--- src/rtl/mdio_pkg.sv ---
// Shared constants and types for the management frame master.
// Offsets are counted in bit times from the end of the preamble.
package mdio_pkg;
    localparam int unsigned ADDR_W   = 5;
    localparam int unsigned DATA_W   = 16;
    localparam int unsigned BODY_LEN = 32;
    localparam int unsigned OFS_ST   = 0;
    localparam int unsigned OFS_OP   = 2;
    localparam int unsigned OFS_PHY  = 4;
    localparam int unsigned OFS_REG  = OFS_PHY + ADDR_W;
    localparam int unsigned OFS_WDAT = 16;
    localparam int unsigned OFS_RDAT = 15;

    typedef enum logic [1:0] {
        OPC_WRITE = 2'b01,
        OPC_READ  = 2'b10
    } mdio_opc_e;
endpackage

--- src/rtl/mdio_tick.sv ---
// Half-period divider: pulses tick on every HALF_DIV-th clock while run is high.
// Assumes run rises on the clock after a start is accepted; the count restarts from zero whenever run is low.
module mdio_tick #(
    parameter int unsigned HALF_DIV = 4,
    localparam int unsigned CW = (HALF_DIV > 1) ? $clog2(HALF_DIV) : 1
) (
    input  logic clk,
    input  logic rst_n,
    input  logic run,
    output logic tick
);
    logic [CW-1:0] cnt_q;

    assign tick = run && (cnt_q == CW'(HALF_DIV - 1));

    // Count system clocks within one MDC half period.
    always_ff @(posedge clk) begin
        if (!rst_n || !run) begin
            cnt_q <= '0;
        end else if (tick) begin
            cnt_q <= '0;
        end else begin
            cnt_q <= cnt_q + 1'b1;
        end
    end
endmodule

--- src/rtl/mdio_frame_build.sv ---
// Builds the drive value and output-enable for every bit time of one frame.
// Index 0 is the first bit on the wire. Purely combinational; the caller registers the result at start.
module mdio_frame_build
    import mdio_pkg::*;
#(
    parameter int unsigned PRE_LEN = 32,
    localparam int unsigned FRAME_LEN = PRE_LEN + BODY_LEN
) (
    input  logic                 is_wr,
    input  logic [ADDR_W-1:0]    phy,
    input  logic [ADDR_W-1:0]    regad,
    input  logic [DATA_W-1:0]    wdata,
    output logic [FRAME_LEN-1:0] drv_v,
    output logic [FRAME_LEN-1:0] oe_v
);
    mdio_opc_e opc;

    assign opc = is_wr ? OPC_WRITE : OPC_READ;

    // Lay out preamble, start, opcode, addresses and write data into the frame vectors.
    always_comb begin
        drv_v = '0;
        oe_v  = '0;
        for (int i = 0; i < int'(PRE_LEN); i++) begin
            drv_v[i] = 1'b1;
            oe_v[i]  = 1'b1;
        end
        for (int i = 0; i < 4; i++) begin
            oe_v[PRE_LEN + OFS_ST + i] = 1'b1;
        end
        drv_v[PRE_LEN + OFS_ST]     = 1'b0;
        drv_v[PRE_LEN + OFS_ST + 1] = 1'b1;
        drv_v[PRE_LEN + OFS_OP]     = opc[1];
        drv_v[PRE_LEN + OFS_OP + 1] = opc[0];
        for (int k = 0; k < int'(ADDR_W); k++) begin
            drv_v[PRE_LEN + OFS_PHY + k] = phy[ADDR_W - 1 - k];
            oe_v[PRE_LEN + OFS_PHY + k]  = 1'b1;
            drv_v[PRE_LEN + OFS_REG + k] = regad[ADDR_W - 1 - k];
            oe_v[PRE_LEN + OFS_REG + k]  = 1'b1;
        end
        if (is_wr) begin
            for (int k = 0; k < int'(DATA_W); k++) begin
                drv_v[PRE_LEN + OFS_WDAT + k] = wdata[DATA_W - 1 - k];
                oe_v[PRE_LEN + OFS_WDAT + k]  = 1'b1;
            end
        end
    end
endmodule

--- src/rtl/mdio_capture.sv ---
// Shift register collecting read data MSB first.
// Assumes shift_en is high exactly once per sampled bit, at the end of the MDC high half.
module mdio_capture
    import mdio_pkg::*;
(
    input  logic              clk,
    input  logic              rst_n,
    input  logic              clear,
    input  logic              shift_en,
    input  logic              din,
    output logic [DATA_W-1:0] word
);
    // Clear on frame start, shift in one sampled bit per enabled cycle.
    always_ff @(posedge clk) begin
        if (!rst_n || clear) begin
            word <= '0;
        end else if (shift_en) begin
            word <= {word[DATA_W-2:0], din};
        end
    end
endmodule

--- src/rtl/mdio_master.sv ---
// Clause-22 management frame master.
// A start accepted while idle loads the whole frame into two vectors (drive level and enable).
// A bit index then walks them, one bit time per pair of MDC halves. Starts that arrive while busy are dropped.
// Assumes mdio_i has been synchronized externally, or that it is stable during the MDC high half.
module mdio_master
    import mdio_pkg::*;
#(
    parameter int unsigned HALF_DIV = 4,
    parameter int unsigned PRE_LEN  = 32
) (
    input  logic              clk,
    input  logic              rst_n,
    input  logic              start_i,
    input  logic              wr_i,
    input  logic [ADDR_W-1:0] phy_i,
    input  logic [ADDR_W-1:0] reg_i,
    input  logic [DATA_W-1:0] wdata_i,
    output logic [DATA_W-1:0] rdata_o,
    output logic              busy_o,
    output logic              done_o,
    output logic              mdc_o,
    output logic              mdio_o,
    output logic              mdio_oe_o,
    input  logic              mdio_i
);
    localparam int unsigned FRAME_LEN = PRE_LEN + BODY_LEN;
    localparam int unsigned IW        = $clog2(FRAME_LEN);
    localparam int unsigned CAP_FIRST = PRE_LEN + OFS_RDAT;
    localparam int unsigned CAP_LAST  = CAP_FIRST + DATA_W - 1;

    logic                 busy_q, hi_q, rd_q, done_q;
    logic [IW-1:0]        idx_q;
    logic [FRAME_LEN-1:0] drv_q, oe_q, drv_n, oe_n;
    logic [DATA_W-1:0]    rdata_q, cap_word;
    logic                 tick, accept, last_bit, in_win, end_bit, cap_en;

    assign accept   = start_i && !busy_q;
    assign last_bit = (idx_q == IW'(FRAME_LEN - 1));
    assign in_win   = (idx_q >= IW'(CAP_FIRST)) && (idx_q <= IW'(CAP_LAST));
    assign end_bit  = tick && hi_q;
    assign cap_en   = end_bit && rd_q && in_win;

    mdio_tick #(.HALF_DIV(HALF_DIV)) u_tick (
        .clk  (clk),
        .rst_n(rst_n),
        .run  (busy_q),
        .tick (tick)
    );

    mdio_frame_build #(.PRE_LEN(PRE_LEN)) u_build (
        .is_wr(wr_i),
        .phy  (phy_i),
        .regad(reg_i),
        .wdata(wdata_i),
        .drv_v(drv_n),
        .oe_v (oe_n)
    );

    mdio_capture u_cap (
        .clk     (clk),
        .rst_n   (rst_n),
        .clear   (accept),
        .shift_en(cap_en),
        .din     (mdio_i),
        .word    (cap_word)
    );

    // Frame sequencer: accept, walk half periods and bit times, end with a done pulse.
    always_ff @(posedge clk) begin
        if (!rst_n) begin
            busy_q <= 1'b0;
            hi_q   <= 1'b0;
            rd_q   <= 1'b0;
            done_q <= 1'b0;
            idx_q  <= '0;
            drv_q  <= '0;
            oe_q   <= '0;
        end else begin
            done_q <= 1'b0;
            if (accept) begin
                busy_q <= 1'b1;
                hi_q   <= 1'b0;
                idx_q  <= '0;
                rd_q   <= !wr_i;
                drv_q  <= drv_n;
                oe_q   <= oe_n;
            end else if (busy_q && tick) begin
                if (!hi_q) begin
                    hi_q <= 1'b1;
                end else begin
                    hi_q <= 1'b0;
                    if (last_bit) begin
                        busy_q <= 1'b0;
                        done_q <= 1'b1;
                    end else begin
                        idx_q <= idx_q + 1'b1;
                    end
                end
            end
        end
    end

    // Read result register, updated at the end of a read frame.
    always_ff @(posedge clk) begin
        if (!rst_n) begin
            rdata_q <= '0;
        end else if (end_bit && last_bit && rd_q) begin
            rdata_q <= cap_word;
        end
    end

    assign busy_o    = busy_q;
    assign done_o    = done_q;
    assign rdata_o   = rdata_q;
    assign mdc_o     = busy_q && hi_q;
    assign mdio_oe_o = busy_q && oe_q[idx_q];
    assign mdio_o    = busy_q && oe_q[idx_q] && drv_q[idx_q];
endmodule

--- config.mk ---
export PLATFORM = sky130hd
export DESIGN_NAME = mdio_master
export DESIGN_NICKNAME = d
export VERILOG_FILES = /design/src/rtl/mdio_pkg.sv /design/src/rtl/mdio_tick.sv /design/src/rtl/mdio_frame_build.sv /design/src/rtl/mdio_capture.sv /design/src/rtl/mdio_master.sv
export SDC_FILE = /design/constraint.sdc
export NUM_CORES = 1
export LEC_CHECK = 0
export BUFFER_PORTS_ARGS = -buffer_cell sky130_fd_sc_hd__buf_4
export CAP_MARGIN = 20
export CELL_PAD_IN_SITES_DETAIL_PLACEMENT = 1
export CELL_PAD_IN_SITES_GLOBAL_PLACEMENT = 1
export CORE_MARGIN = 2
export CORE_UTILIZATION = 40
export DETAILED_ROUTE_END_ITERATION = 8
export PLACE_DENSITY = 0.77
export REMOVE_ABC_BUFFERS = 1
export SETUP_SLACK_MARGIN = 0.1
export SLEW_MARGIN = 20
export SYNTH_ARGS = -nofsm -noshare
export SYNTH_HDL_FRONTEND = slang
export SYNTH_HIERARCHICAL = 1
export SYNTH_SLANG_ARGS = --single-unit
export TNS_END_PERCENT = 20
--- constraint.sdc ---
create_clock -name clk -period 4.6 [get_ports clk]
set_clock_uncertainty 0.15 [all_clocks]
set_input_delay 0.69 -clock clk [delete_from_list [all_inputs] [get_ports clk]]
set_output_delay 0.69 -clock clk [all_outputs]
set_load 0.01 [all_outputs]
## Word-level counts from Yosys, hierarchy flattened

Index checks and enable logic that the tools add are counted.
W data, S select, Z words.

| word-level totals | value |
|---|---|
| register bits | 167 |
| bits of input ports | 31 |
| output and inout port bits | 21 |

| operators by class | value |
|---|---|
| add/subtract/negate cells | 2 |
| magnitude comparators | 3 |
| equality and inequality tests | 2 |
| muxes and demuxes | 13 |
| bitwise gates (word level) | 4 |
| reduce and logical (&&, ||, !) cells | 25 |

Operators with widths:

| cell | number |
|---|---|
| $mux W16 | 2 |
| $bmux W1 S6 | 2 |
| $logic_and A1 B1 Y1 | 12 |
| $mux W1 | 8 |
| $lt A6 B7 Y1 const B | 1 |
| $add A6 B1 Y6 const B | 1 |
| $eq A6 B6 Y1 const B | 1 |
| $ge A6 B6 Y1 const B | 1 |
| $le A6 B6 Y1 const B | 1 |
| $reduce_and A3 Y1 | 2 |
| $reduce_bool A2 Y1 | 3 |
| $not A1 Y1 | 4 |
| $reduce_or A2 Y1 | 2 |
| $reduce_or A4 Y1 | 1 |
| $logic_not A1 Y1 | 3 |
| $add A2 B1 Y2 const B | 1 |
| $eq A2 B2 Y1 const B | 1 |
| $logic_or A1 B1 Y1 | 2 |
| $mux W2 | 1 |

## Longest topological paths before layout

| logic depth | value |
|---|---|
| word-level depth | 5 |
| mapped depth | 12 |
| gate-level depth less buffers | 7 |

## By module

The synthesis kept the hierarchy.

By module, submodules not included:

| module | instances | cells each | area each (µm²) |
|---|---|---|---|
| mdio_master | 1 | 772 | 6,887.9 |
| mdio_frame_build | 1 | 131 | 970.9 |
| mdio_capture | 1 | 53 | 594.3 |
| mdio_tick | 1 | 6 | 83.8 |

## Worst setup path after synthesis

OpenSTA, ideal clock, no wires.

| path | value |
|---|---|
| kind | flip-flop to output port |
| from | register idx_q[0] |
| to | output port mdio_o |
| arrival | 1,823 ps |
| slack | 1,937 ps |
| stages on the path, launching flop included | 7 |
| path buffers | 1 |
| cells stage by stage | dfxtp_1 buf_6 mux4_1 mux2_2 a221o_1 o2bb2ai_2 o311a_1 |

| on the way | value |
|---|---|
| cells in the longest elaborated chain, start to end | 4 |
| elaborated cells between the ends (all ways) | 6 |
| those cells by class | mux (4); reduce/logical (2) |

RTL lines:

| item | line | text |
|---|---|---|
| start: declaration | mdio_master.sv:32 | `logic [IW-1:0] idx_q;` |
| start signal: assignment | mdio_master.sv:96 | `idx_q <= idx_q + 1'b1;` |
| $bmux W1 S6 | -- |  |
| $mux W1 | -- |  |
| $logic_and A1 B1 Y1 | -- |  |
| named net mdio_oe_o | mdio_master.sv:23 | `output logic mdio_oe_o,` |
| $logic_and A1 B1 Y1 | mdio_master.sv:117 | `assign mdio_o = busy_q && oe_q[idx_q] && drv_q[idx_q];` |
| end: declaration | mdio_master.sv:22 | `output logic mdio_o,` |

The timed path passes the listed nets, and every way through them passes these cells. The select of a mux whose other input is x is not followed.

## Final worst setup path

| path | value |
|---|---|
| from | register idx_q[0] |
| to | output port mdio_o |

| on the way | value |
|---|---|
| cells in the longest elaborated chain, start to end | 4 |
| elaborated cells between the ends (all ways) | 6 |
| those cells by class | mux (4); reduce/logical (2) |

RTL lines:

| item | line |
|---|---|
| $bmux W1 S6 | mdio_master.sv:117 |
| $mux W1 (implied by the code) | mdio_master.sv:117 |
| $logic_and A1 B1 Y1 | mdio_master.sv:117 |
| $logic_and A1 B1 Y1 (*) | mdio_master.sv:117 |

Mark *: on every way between the ends. The rest lies on a longest branch, timed or not. The select of a mux whose other input is x is not followed.

==> results.json <==
{
  "power_density_nw_per_um2": 363,
  "core-area_um2": 21000,
  "drt_iter0_drc": 393,
  "drc": 0,
  "antenna_left": 0,
  "synth.distinct_cells": 56,
  "mostFrequentLayoutCell": "nand2_1",
  "top_layer_used": "met4",
  "synth_xor_area_share_pct": 0.410,
  "final_area_um2": 9090,
  "avgSynthCellArea_um2": 8.87,
  "antennaDiodeCount": 0,
  "wl_um": 18000,
  "finalWeightedCongestion": 0.776,
  "syn_inst": 962,
  "cp-end-kind": "output port",
  "cts_max_level": 4,
  "worstHoldPathType": "reg -> reg",
  "final_cell_mix": "296 x nand2_1, 171 x dfxtp_1, 84 x conb_1, 75 x a21boi_0, 69 x a21boi_1",
  "yosys.area_share.simple_pct": 17.9,
  "rsz0062_at_grt": "no",
  "synth_adder_area_share_pct": 0.440,
  "grt-ovfl-total": 0,
  "cts_made_buffers": 17,
  "start_util_pct": 40.7,
  "grt_pass1_wl_um": 30200,
  "ios": 52,
  "path_clk_slew_ns": 0.07,
  "dieArea_um2": 22500,
  "synth_top_family_by_area": "simple AND/OR/NAND/NOR gates",
  "dr_wl_met3_um": 511,
  "cts-root-buf": "clkbuf_16",
  "dieHeight_um": 150,
  "finalHoldViolations": 0,
  "cp_data_arrival_time_ns": 2.90,
  "grt_use_total_pct": 16.9,
  "clock_latency_ns": 0.43,
  "tightestPinTransition_ns": 0.882,
  "ir_worst_vdd_mv": 0.240,
  "holdWs_ns": 0.304,
  "grt_max_degree": 84,
  "port_buffers": 51,
  "post_cts_buffers": 0,
  "slew_headroom_pct": 41.2,
  "cts_hold_buf": 0,
  "synth-compound-area-share_pct": 15.6,
  "outcome": "complete, no violations",
  "synth-edff-count": 0,
  "seq_area_um2": 3440,
  "fillCellCount": 2511,
  "ys.warnings.count": 6,
  "fmax_mhz": 267,
  "areaGrowthSynthToFinish_pct": 6.52,
  "drive_gt1_share_pct": 14.8,
  "antenna_found_initial": 0,
  "multi_input_area_um2": 4210,
  "wl_per_cell_um": 14.6,
  "cts_tree": "yes",
  "vias_per_cell": 4.83,
  "ys_ff_latch": 172,
  "num_vias": 5977,
  "placed_cell_area_um2": 8480,
  "fin_crit_sh_pct": 81.4,
  "critPathRequiredTime_ns": 3.76,
  "nNetsFinal": 983,
  "final_max_slew_viol_count": 0,
  "period_minus_slack_ns": 3.74,
  "synth-async-reset-ratio_pct": 0,
  "max-cap-violations": 0,
  "rows": 53,
  "die_w_um": 150,
  "cts-resized-gates": 0,
  "ys.flop_type": "dfxtp_1",
  "grt_pass1_vias": 5978,
  "crit_fanout": 17,
  "synthesis.area_um2": 8540,
  "leakagePower_nw": 3.45,
  "wl_met1_um": 8930,
  "crit_type": "reg -> out",
  "wl_met2_um": 8390,
  "ys_seq_area_share_pct": 40.3,
  "drt-pass1-iter-count": 4,
  "setup_viol": 0,
  "clockBufferDepth": 2,
  "yosys-mux-area-fraction_pct": 11.2,
  "hpwlAfterDp_um": 11900,
  "start_kind": "flip-flop",
  "cts.sinks": 172
}
[logic make-up (layout without fill, tap and decap cells)]
| logic type | count (synthesis) | after routing |
|---|---|---|
| buf+inv | 181 | 99 |
| xor+xnor | 4 | 4 |
| other cells | 2 | 84 |
| flops | 172 | 172 |
| compound gates | 173 | 173 |
| fa+ha+maj | 3 | 3 |
| mux | 58 | 58 |
| simple gates | 369 | 369 |
[final cells by class]
cell class | instances | area share (%)
clock buffer | 17 | 4.68
clock inverter | 15 | 2.04
inverter | 6 | 0.275
multi-input combinational | 691 | 46.3
sequential | 172 | 37.9
tap | 275 | 3.78
timing repair buffer | 61 | 5.04
[worst max-delay path: stages (launching register included)]
cell       delay [ns]
dfxtp_2          0.67
buf_4            0.34
mux4_2           0.53
a22o_1           0.28
o311ai_4         0.24
o2bb2ai_2        0.12
o311a_1          0.14
buf_4            0.15
[Yosys cell counts, types with 6 or more instances]
| cell | instances | share of area [%] |
|---|---|---|
| a21boi_0 | 75 | 6.6 |
| a21boi_1 | 69 | 6.1 |
| and2_1 | 7 | 0.51 |
| and2_2 | 13 | 1.1 |
| buf_2 | 6 | 0.35 |
| buf_4 | 113 | 9.9 |
| clkbuf_1 | 42 | 1.8 |
| dfxtp_1 | 172 | 40 |
| mux2i_1 | 26 | 3.0 |
| mux4_1 | 7 | 2.2 |
| mux4_2 | 19 | 5.0 |
| nand2_1 | 296 | 13 |
| nor2_1 | 26 | 1.1 |
| o22ai_1 | 8 | 0.59 |
[flip-flops by register name, summed over array words and instances, names as in the netlist]
signal	flops
idx_q	6
u_tick/cnt_q	2
rd_q	1
drv_q	64
rdata_o	16
oe_q	64
busy_o	1
hi_q	1
done_o	1
u_cap/word	16
[report_power, final]
part / leakage, nW / switching, mW / internal, mW / total, mW
sequential: 1.40 / 0.0410 / 1.55 / 1.59
combinational: 1.77 / 0.134 / 0.0997 / 0.234
clock: 0.282 / 0.658 / 0.822 / 1.48
total: 3.45 / 0.833 / 2.47 / 3.31
[worst paths after layout]
kind / start / to / slack, ns / depth (start not counted)
worst max-delay path: idx_q[0] / mdio_o / 0.86 / 7
worst min register to register: rdata_o[2] / rdata_o[2] / 0.30 / 2
worst min-delay path: rdata_o[2] / rdata_o[2] / 0.30 / 2
worst max register to register: idx_q[0] / rdata_o[8] / 1.62 / 7
[through the flow]
stage	util, %	power (mW)	setup slack (ns)	setup TNS (ns)	std cells
2_1_floorplan	-	1.76	-0.896	-79.59	869
3_3_place_gp	40.5	1.85	1.30	0	1205
3_5_place_dp	40.5	1.86	1.27	0	1205
4_1_cts	43.4	3.35	0.794	0	1237
5_1_grt	43.4	3.44	0.732	0	1237
6_report	43.4	3.31	0.856	0	1237
[routing by layer]
| layer | GRT usage (%) | up-vias |
|---|---|---|
| met2 | 27.9 | 86 |
| met5 | 0 | - |
| met4 | 4.81 | 0 |
| met1 | 22.5 | 2905 |
| li1 | - | 2974 |
| met3 | 3.42 | 12 |
(Power assumes the default switching activity.)
